--- config.mk ---
export PLATFORM = sky130hd
export DESIGN_NAME = cpuif_ack_unit
export DESIGN_NICKNAME = d
export VERILOG_FILES = /design/src/rtl/cpuif_pkg.sv /design/src/rtl/cpuif_arbiter.sv /design/src/rtl/cpuif_active.sv /design/src/rtl/cpuif_ack_unit.sv
export SDC_FILE = /design/constraint.sdc
export NUM_CORES = 1
export LEC_CHECK = 0
export ABC_AREA = 0
export BUFFER_PORTS_ARGS = -buffer_cell sky130_fd_sc_hd__buf_2
export CORE_AREA = 5 5 210 232
export CTS_CLUSTER_SIZE = 20
export DETAILED_ROUTE_END_ITERATION = 10
export DIE_AREA = 0 0 215 237
export PLACE_DENSITY = 0.78
export SLEW_MARGIN = 20
export SYNTH_ARGS = -nofsm -noshare
export SYNTH_HDL_FRONTEND = slang
export SYNTH_SLANG_ARGS = --single-unit
--- constraint.sdc ---
create_clock -name clk -period 86.7 [get_ports clk]
set_input_delay 13.005 -clock clk [delete_from_list [all_inputs] [get_ports clk]]
set_output_delay 13.005 -clock clk [all_outputs]
set_load 0.01 [all_outputs]
--- src/rtl/cpuif_pkg.sv ---
package cpuif_pkg;
  localparam int ID_W  = 10;
  localparam int SRC_W = 3;
  localparam logic [ID_W-1:0] ID_SPURIOUS = 10'd1023;
  localparam logic [7:0] OFS_CTRL = 8'h00;
  localparam logic [7:0] OFS_MASK = 8'h04;
  localparam logic [7:0] OFS_BPT  = 8'h08;
  localparam logic [7:0] OFS_ACK  = 8'h0C;
  localparam logic [7:0] OFS_EOI  = 8'h10;
  localparam logic [7:0] OFS_RUN  = 8'h14;
  localparam logic [7:0] OFS_HPEN = 8'h18;
endpackage

--- src/rtl/cpuif_arbiter.sv ---
module cpuif_arbiter #(
  parameter int NUM_IRQ = 32,
  parameter int PRIO_W  = 8,
  localparam int IDX_W  = (NUM_IRQ > 1) ? $clog2(NUM_IRQ) : 1
) (
  input  logic [NUM_IRQ-1:0]        cand_i,
  input  logic [NUM_IRQ*PRIO_W-1:0] prio_i,
  output logic                      found_o,
  output logic [IDX_W-1:0]          win_idx_o,
  output logic [PRIO_W-1:0]         win_prio_o
);
  // Linear scan with a strict compare: the first (lowest) ID wins ties.
  always_comb begin
    found_o    = 1'b0;
    win_idx_o  = '0;
    win_prio_o = '1;
    for (int k = 0; k < NUM_IRQ; k++) begin
      if (cand_i[k] && (!found_o || prio_i[k*PRIO_W +: PRIO_W] < win_prio_o)) begin
        found_o    = 1'b1;
        win_idx_o  = IDX_W'(k);
        win_prio_o = prio_i[k*PRIO_W +: PRIO_W];
      end
    end
  end
endmodule

--- src/rtl/cpuif_active.sv ---
module cpuif_active #(
  parameter int NUM_IRQ = 32,
  parameter int PRIO_W  = 8,
  localparam int IDX_W  = (NUM_IRQ > 1) ? $clog2(NUM_IRQ) : 1
) (
  input  logic                      clk,
  input  logic                      rst,
  input  logic                      set_v_i,
  input  logic [IDX_W-1:0]          set_idx_i,
  input  logic                      clr_v_i,
  input  logic [IDX_W-1:0]          clr_idx_i,
  input  logic [NUM_IRQ*PRIO_W-1:0] prio_i,
  output logic [NUM_IRQ-1:0]        active_o,
  output logic                      any_o,
  output logic [PRIO_W-1:0]         run_prio_o
);
  logic [NUM_IRQ-1:0] act_q;

  always_ff @(posedge clk) begin
    if (rst) begin
      act_q <= '0;
    end else begin
      if (clr_v_i) act_q[clr_idx_i] <= 1'b0;
      if (set_v_i) act_q[set_idx_i] <= 1'b1;
    end
  end

  // Running priority: most urgent active interrupt, idle = all ones.
  always_comb begin
    run_prio_o = '1;
    for (int k = 0; k < NUM_IRQ; k++)
      if (act_q[k] && prio_i[k*PRIO_W +: PRIO_W] < run_prio_o)
        run_prio_o = prio_i[k*PRIO_W +: PRIO_W];
  end

  assign active_o = act_q;
  assign any_o    = |act_q;

  a_r4_set_marks_active: assert property (@(posedge clk) disable iff (rst)
    set_v_i |=> act_q[$past(set_idx_i)]);
  a_r7_eoi_clears_active: assert property (@(posedge clk) disable iff (rst)
    (clr_v_i && !set_v_i) |=> !act_q[$past(clr_idx_i)]);
  a_r6_idle_when_none: assert property (@(posedge clk) disable iff (rst)
    !any_o |-> (run_prio_o == '1));
endmodule

--- src/rtl/cpuif_ack_unit.sv ---
module cpuif_ack_unit
  import cpuif_pkg::*;
#(
  parameter int NUM_IRQ = 32,
  parameter int NUM_SGI = 16,
  parameter int PRIO_W  = 8,
  localparam int IDX_W  = (NUM_IRQ > 1) ? $clog2(NUM_IRQ) : 1
) (
  input  logic                      clk,
  input  logic                      rst,
  input  logic [NUM_IRQ-1:0]        pend_i,
  input  logic [NUM_IRQ*PRIO_W-1:0] prio_i,
  input  logic [NUM_SGI*SRC_W-1:0]  sgi_src_i,
  input  logic                      req_i,
  input  logic                      we_i,
  input  logic [7:0]                addr_i,
  input  logic [31:0]               wdata_i,
  output logic [31:0]               rdata_o,
  output logic                      rvalid_o,
  output logic                      irq_o,
  output logic                      ack_o,
  output logic [ID_W-1:0]           ack_id_o
);
  logic              en_q;
  logic [PRIO_W-1:0] mask_q;
  logic [2:0]        bpt_q;

  logic [NUM_IRQ-1:0] active, cand;
  logic               any_act, found, qualify, take, clr_v;
  logic [IDX_W-1:0]   win_idx;
  logic [PRIO_W-1:0]  win_prio, run_prio, gmask;
  logic [SRC_W-1:0]   win_src;
  logic [31:0]        cand_word, rd_mux;

  assign cand = pend_i & ~active;

  cpuif_arbiter #(.NUM_IRQ(NUM_IRQ), .PRIO_W(PRIO_W)) u_arb (
    .cand_i(cand), .prio_i(prio_i),
    .found_o(found), .win_idx_o(win_idx), .win_prio_o(win_prio));

  assign take  = req_i && !we_i && (addr_i == OFS_ACK) && en_q && qualify;
  assign clr_v = req_i && we_i && (addr_i == OFS_EOI) &&
                 (wdata_i[ID_W-1:0] < ID_W'(NUM_IRQ));

  cpuif_active #(.NUM_IRQ(NUM_IRQ), .PRIO_W(PRIO_W)) u_act (
    .clk(clk), .rst(rst),
    .set_v_i(take), .set_idx_i(win_idx),
    .clr_v_i(clr_v), .clr_idx_i(wdata_i[IDX_W-1:0]),
    .prio_i(prio_i), .active_o(active), .any_o(any_act), .run_prio_o(run_prio));

  // Preemption group: drop the bpt_q lowest priority bits.
  assign gmask   = {PRIO_W{1'b1}} << bpt_q;
  assign qualify = found && (win_prio < mask_q) &&
                   (!any_act || ((win_prio & gmask) < (run_prio & gmask)));

  always_comb begin
    win_src = '0;
    for (int k = 0; k < NUM_SGI; k++)
      if (int'(win_idx) == k) win_src = sgi_src_i[k*SRC_W +: SRC_W];
    cand_word = {19'd0, win_src, ID_W'(win_idx)};
  end

  always_comb begin
    rd_mux = '0;
    case (addr_i)
      OFS_CTRL: rd_mux = {31'd0, en_q};
      OFS_MASK: rd_mux = 32'(mask_q);
      OFS_BPT:  rd_mux = {29'd0, bpt_q};
      OFS_ACK:  rd_mux = take ? cand_word : 32'(ID_SPURIOUS);
      OFS_RUN:  rd_mux = 32'(run_prio);
      OFS_HPEN: rd_mux = found ? cand_word : 32'(ID_SPURIOUS);
      default:  rd_mux = '0;
    endcase
  end

  always_ff @(posedge clk) begin
    if (rst) begin
      en_q     <= 1'b0;
      mask_q   <= '0;
      bpt_q    <= '0;
      rdata_o  <= '0;
      rvalid_o <= 1'b0;
      irq_o    <= 1'b0;
      ack_o    <= 1'b0;
      ack_id_o <= '0;
    end else begin
      rvalid_o <= req_i && !we_i;
      if (req_i && !we_i) rdata_o <= rd_mux;
      if (req_i && we_i) begin
        if (addr_i == OFS_CTRL) en_q   <= wdata_i[0];
        if (addr_i == OFS_MASK) mask_q <= wdata_i[PRIO_W-1:0];
        if (addr_i == OFS_BPT)  bpt_q  <= wdata_i[2:0];
      end
      irq_o    <= en_q && qualify;
      ack_o    <= take;
      ack_id_o <= ID_W'(win_idx);
    end
  end

  a_r3_irq_needs_enable: assert property (@(posedge clk) disable iff (rst)
    irq_o |-> $past(en_q));
  a_r4_claim_is_active: assert property (@(posedge clk) disable iff (rst)
    ack_o |-> active[ack_id_o[IDX_W-1:0]]);
  a_r4_claim_in_range: assert property (@(posedge clk) disable iff (rst)
    ack_o |-> (ack_id_o < ID_W'(NUM_IRQ)));
  a_r2_winner_is_candidate: assert property (@(posedge clk) disable iff (rst)
    found |-> (pend_i[win_idx] && !active[win_idx]));
  a_r5_spurious_no_claim: assert property (@(posedge clk) disable iff (rst)
    (rvalid_o && rdata_o[ID_W-1:0] == ID_SPURIOUS) |-> !ack_o);
endmodule

# Word level (Yosys, flattened, before mapping)
# Index checks and enable logic that the tools add are counted.
[op_classes]
n_lt_le_gt_ge = 70
eq_ne = 21
shifts = 1
n_mux = 153
bitwise = 7
n_reduce_logical = 146
[op_table]
columns = ["operator", "n"]
rows = [
  ["$lt A8 B8 Y1", 64],
  ["$mux W8", 64],
  ["$mux W32", 3],
  ["$mux W5", 16],
  ["$pmux W13 S6", 1],
  ["$logic_and A1 B1 Y1", 75],
  ["$and A32 B32 Y32", 2],
  ["$not A32 Y32", 2],
  ["$mux W3", 20],
  ["$eq A5 B5 Y1 const B", 8],
  ["$mux W1", 35],
  ["$logic_not A1 Y1", 33],
  ["$logic_or A1 B1 Y1", 32],
  ["$mux W4", 8],
  ["$or A32 B32 Y32", 1],
  ["$reduce_or A32 Y1", 1],
  ["$mux W13", 2],
  ["$eq A8 B5 Y1 const B", 3],
  ["$eq A5 B4 Y1 const B", 4],
  ["$and A8 B8 Y8", 2],
  ["$eq A8 B4 Y1 const B", 2],
  ["$lt A5 B6 Y1 const B", 2],
  ["$demux W1 S5", 2],
  ["$eq A5 B3 Y1 const B", 2],
  ["10 further kinds", 14],
]
[word_totals]
ff_bits = 89
input_bits = 380
output_inout_bits = 45
wordCells = 408

# Logic depth before layout (Yosys ltp)
[logic_depth]
ltp_word = 146
depth_mapped = 386
ltp_nobuf = 349

# Modules after synthesis
# From an unflattened synthesis, not the netlist that was laid out.
[hier_totals]
hier_cells = 3908
hier_area_um2 = 27878.0
[by_module_without_submodules]
columns = ["module", "instances", "cells_each", "area_per_inst_um2", "seq_area_each_um2"]
rows = [
  ["cpuif_active", 1, 1743, 12554.5, 640.6],
  ["cpuif_arbiter", 1, 1791, 12465.7, 0.0],
  ["cpuif_ack_unit", 1, 374, 2857.7, 640.6],
]

# Worst setup path after synthesis
# OpenSTA, ideal clock, no wires.
[synth_timing]
path_type = "input-to-reg"
start = "input port pend_i[0]"
end = "register u_act.act_q[18], in the netlist u_act.active_o[18]"
setup_ns = 0.070
arrival_ns = 74.234
required_time_ns = 86.630
path_slack_ns = 12.397
cell_stages = 366
path_buffers = 38
path_cell_list = "nand2b_1 -> clkbuf_1 -> nor2_1 -> ha_1 -> o2111ai_1 -> and3_1 -> o21ai_1 -> o21a_1 -> buf_6 -> clkbuf_1 -> nor2_1 -> a21oi_1 -> inv_1 -> ha_1 -> and4_1 -> a221oi_1 -> o21bai_1 -> nor2b_1 -> (+330 left out) -> buf_2 -> buf_1 -> nor2_1 -> a21oi_1 -> and2_1 -> ha_1 -> a21o_1 -> a21o_1 -> a21oi_1 -> o2111a_1 -> and4_1 -> a22o_1 -> o21ai_1 -> or3_1 -> buf_2 -> inv_2 -> o211ai_1 -> o21ai_1"
[synth_between]
elab_chain_len = 132
word_cells_on_any_way = 234
cone_classes = "35 x order compare; 98 x mux; 3 x bitwise; 98 x reduce/logical"
[synth_lines]
columns = ["item", "line_no", "source"]
rows = [
  ["start: declaration", "cpuif_ack_unit.sv:11", "input logic [NUM_IRQ-1:0] pend_i,"],
  ["$and A32 B32 Y32 (*)", "cpuif_ack_unit.sv:35", "assign cand = pend_i & ~active;"],
  ["$mux W8 / $mux W1 (equally long branches)", "cpuif_arbiter.sv:18", "if (cand_i[k] && (!found_o || prio_i[k*PRIO_W +: PRIO_W] < win_prio_o)) begin"],
  ["$lt A8 B8 Y1 / $logic_not A1 Y1 (equally long branches)", "cpuif_arbiter.sv:18", ""],
  ["$logic_or A1 B1 Y1", "cpuif_arbiter.sv:18", ""],
  ["$logic_and A1 B1 Y1", "cpuif_arbiter.sv:18", ""],
  ["$mux W8 / $mux W1 (equally long branches)", "cpuif_arbiter.sv:18", ""],
  ["$lt A8 B8 Y1 / $logic_not A1 Y1 (equally long branches)", "cpuif_arbiter.sv:18", ""],
  ["$logic_or A1 B1 Y1", "cpuif_arbiter.sv:18", ""],
  ["(+116 left out)", "--", ""],
  ["$logic_and A1 B1 Y1", "cpuif_arbiter.sv:18", ""],
  ["$mux W5 / $mux W8 (equally long branches)", "cpuif_arbiter.sv:18", ""],
  ["$lt A5 B6 Y1 (implied by the code), or another cell as far along", "cpuif_active.sv:24", "if (set_v_i) act_q[set_idx_i] <= 1'b1;"],
  ["$logic_and A1 B1 Y1 (implied by the code) / $lt A8 B8 Y1 (equally long branches)", "cpuif_active.sv:24, cpuif_ack_unit.sv:54", ""],
  ["$mux W1 (implied by the code) / $logic_or A1 B1 Y1 (equally long branches)", "cpuif_active.sv:24, cpuif_ack_unit.sv:54", ""],
  ["$demux W1 S5 / $logic_and A1 B1 Y1 (equally long branches)", "--", ""],
  ["$or A32 B32 Y32 (no source line) / $logic_and A1 B1 Y1 (equally long branches)", "--", ""],
  ["$mux W32 (*)", "cpuif_active.sv:24", ""],
  ["end signal: assignment", "cpuif_active.sv:21", "act_q <= '0;"],
  ["end signal: indexed assignment", "cpuif_active.sv:23", "if (clr_v_i) act_q[clr_idx_i] <= 1'b0;"],
  ["end signal: indexed assignment", "cpuif_active.sv:24", ""],
  ["end: declaration", "cpuif_active.sv:17", "logic [NUM_IRQ-1:0] act_q;"],
]
# Mark *: on every way between the ends. The rest lies on a longest branch, timed or not.
# A chain may end at the register's enable or synchronous reset.

# Worst setup path after layout
[layout_timing]
start = "input port pend_i[0]"
end = "register u_act.act_q[22], in the netlist u_act.active_o[22]"
# Same word-level chain as after synthesis.

==> flow_summary.toml <==
[min_path]
hold_depth = 2
hp-class = "reg -> reg"

[outcome]
outcome = "complete, no violations"

[route]
drc_errors = 0
ant_nets = 0
dr_wl_met3_mm = 6.67
viasPerCell = 6.15
vias = 27800
wl_per_cell_um = 18.8
dr_wl_met2_mm = 40.0
wl_met1_mm = 34.1
topRoutingLayerUsed = "met5"
drtIter0Drc = 2172
firstDrtPassIters = 6
wl_mm = 84.8

[die]
ios = 425
die-area_sq_um = 51000
core_area_sq_um = 46200
rows = 83
dieHeight_um = 237
die_w_um = 215
start_util_pct = 54.1

[clock_tree]
clk_latency_ps = 330
cts_htree_levels = 3
cts_tree = "done"
cts_buffers = 9
path_clk_slew_ps = 60
cts_buffer_depth = 2
cts.sinks = 64
cts_root_buffer = "clkbuf_16"

[finish]
layout_common_cells = "inv_1, ha_1, buf_2, nor2_1, a21oi_1"
area.sequential_sq_um = 1280
fillers = 4471
fin_nets = 4667
drive_above_1_share_pct = 16.7
multi_input_area_sq_um = 21800
area_delta_synth_final_pct = 10.9
layout_commonest_cell = "inv_1"

[sta]
rsz0062_at_grt = "false"
hold_violations = 0
setup_violations = 0
timing.slew.headroom_pct = 35.2
finalSetupTns_ps = 0
clock_skew_ps = 6.85
fmax_mhz = 12.4
finalMaxSlewViolations = 0
fin_crit_ps = 80850
post-route-period-util_pct = 93.2
worst_pin_slew_ps = 968

[flow_run]
drv_cap = 0

[critical_path]
reg2reg_depth = 335
path_class = "in -> reg"
critPathLaunchType = "primary input"
cp-end-kind = "flip-flop"
crit_required_ps = 86960
cpPeakStageDelay_ps = 650
crit_fanout = 19
crit_arrival_ps = 81110
slowest_stage = "or3_1"
crit_top_cell = "a21oi_1"

[yosys]
synth_seq_cells = 64
yosysTopAreaCellShare_pct = 19.6
netlist_area_sq_um = 25000
yosysWarnings = 0
synthDistinctLibCells = 133
syn_area_per_cell_sq_um = 7.00
synthesis.instances = 3569
ys_async_sr_fraction_pct = 0
synth_edf_count = 0
ys.flop_type = "dfxtp_1"
synth_area_leader_cell = "ha_1"
seq_area_frac_synth_pct = 5.13
synthTopCellsByArea = "ha_1, a21oi_1, inv_1, mux2i_1, nor2_1"

[global_route]
grtUsageTotal_pct = 31.2
grt_pass1_wl_mm = 134
grt_max_degree = 61
antenna_found_initial = 31
first_global_vias = 26100
overflow = 0

[placement]
io_buffer_count = 378
dpl.hpwl_mm = 73.1
place_congestion = 1.00
state kept, by name, indices dropped and copies added (netlist names):
signal,cells
ack_o,1
u_act.active_o,32
rdata_o,12
ack_id_o,5
bpt_q,3
mask_q,8
rvalid_o,1
en_q,1
irq_o,1
repair_timing:
action | 4_1_cts | 5_1_grt
setup endpoints to repair | 0 | 51
hold buffers | 0 | 0
buffers inserted | 0 | 15
hold endpoints to repair | 0 | 0
resized for setup | 0 | 17
cell usage after synthesis, types with 59 or more instances:
cell / count
dfxtp_1: 64
nand3_1: 66
ha_1: 391
nand2_1: 259
nor2_1: 343
a21oi_1: 300
inv_1: 397
nor2b_1: 108
mux2i_1: 137
nand4_1: 60
mux2_2: 104
a21o_1: 109
nand2b_1: 59
o21ai_0: 235
final timing paths:
| path | slack [ps] | from | end |
|---|---|---|---|
| max reg2reg | 18090 | u_act.active_o[0] | u_act.active_o[22] |
| max | 5850 | pend_i[0] | u_act.active_o[22] |
| min reg2reg | 430 | rdata_o[0] | rdata_o[0] |
| min | 430 | rdata_o[0] | rdata_o[0] |
critical path, delay by kind of cell:
kind            cells  cell delay [ps]
compound gates    184            38160
mux                 9             3000
fa+ha+maj          32             9220
simple gates       82            14880
buf+inv            28             2710
layer usage:
metal  GRT usage [%]  vias up
met3            5.51      266
met5               0        -
met4            12.2       30
li1                -    13700
met1            37.9    12600
met2            54.7     1080
stage by stage:
step | area (sq um) | util [%] | std cells | hold slack, ps | setup WS, ps
after floorplan | 25100 | - | 3592 | 463 | 12400
after global placement | 27200 | 58.9 | 4465 | 424 | 4320
after detailed placement | 27200 | 58.9 | 4465 | 427 | 3570
after CTS | 27500 | 59.5 | 4480 | 436 | 3650
after global routing | 27700 | 59.9 | 4502 | 470 | 59.7
final | 27700 | 60.0 | 4514 | 433 | 5850
cell type report:
| cell class | instances | share of cell area [%] |
|---|---|---|
| Antenna cell | 19 | 0.172 |
| Clock buffer | 10 | 0.826 |
| Clock inverter | 5 | 0.126 |
| Inverter | 399 | 5.40 |
| Multi-Input combinational cell | 3021 | 78.7 |
| Sequential cell | 64 | 4.62 |
| Tap cell | 595 | 2.69 |
| Timing Repair Buffer | 401 | 7.45 |
cell families after synthesis:
kind of cell | after synthesis | share of synthesized area [%]
multiplexers | 253 | 10.9
AO/OA/AOI/OAI | 1134 | 30.7
other | 1 | 0.0150
AND/OR/NAND/NOR | 1188 | 24.2
flip-flops | 64 | 5.13
buffers and inverters | 507 | 8.23
adder cells (fa/ha/maj) | 403 | 20.1
XOR/XNOR | 19 | 0.696
Power is left out: the tool's default activity adds up to more than one toggle a clock period on the data nets, which glitch-free logic cannot reach.
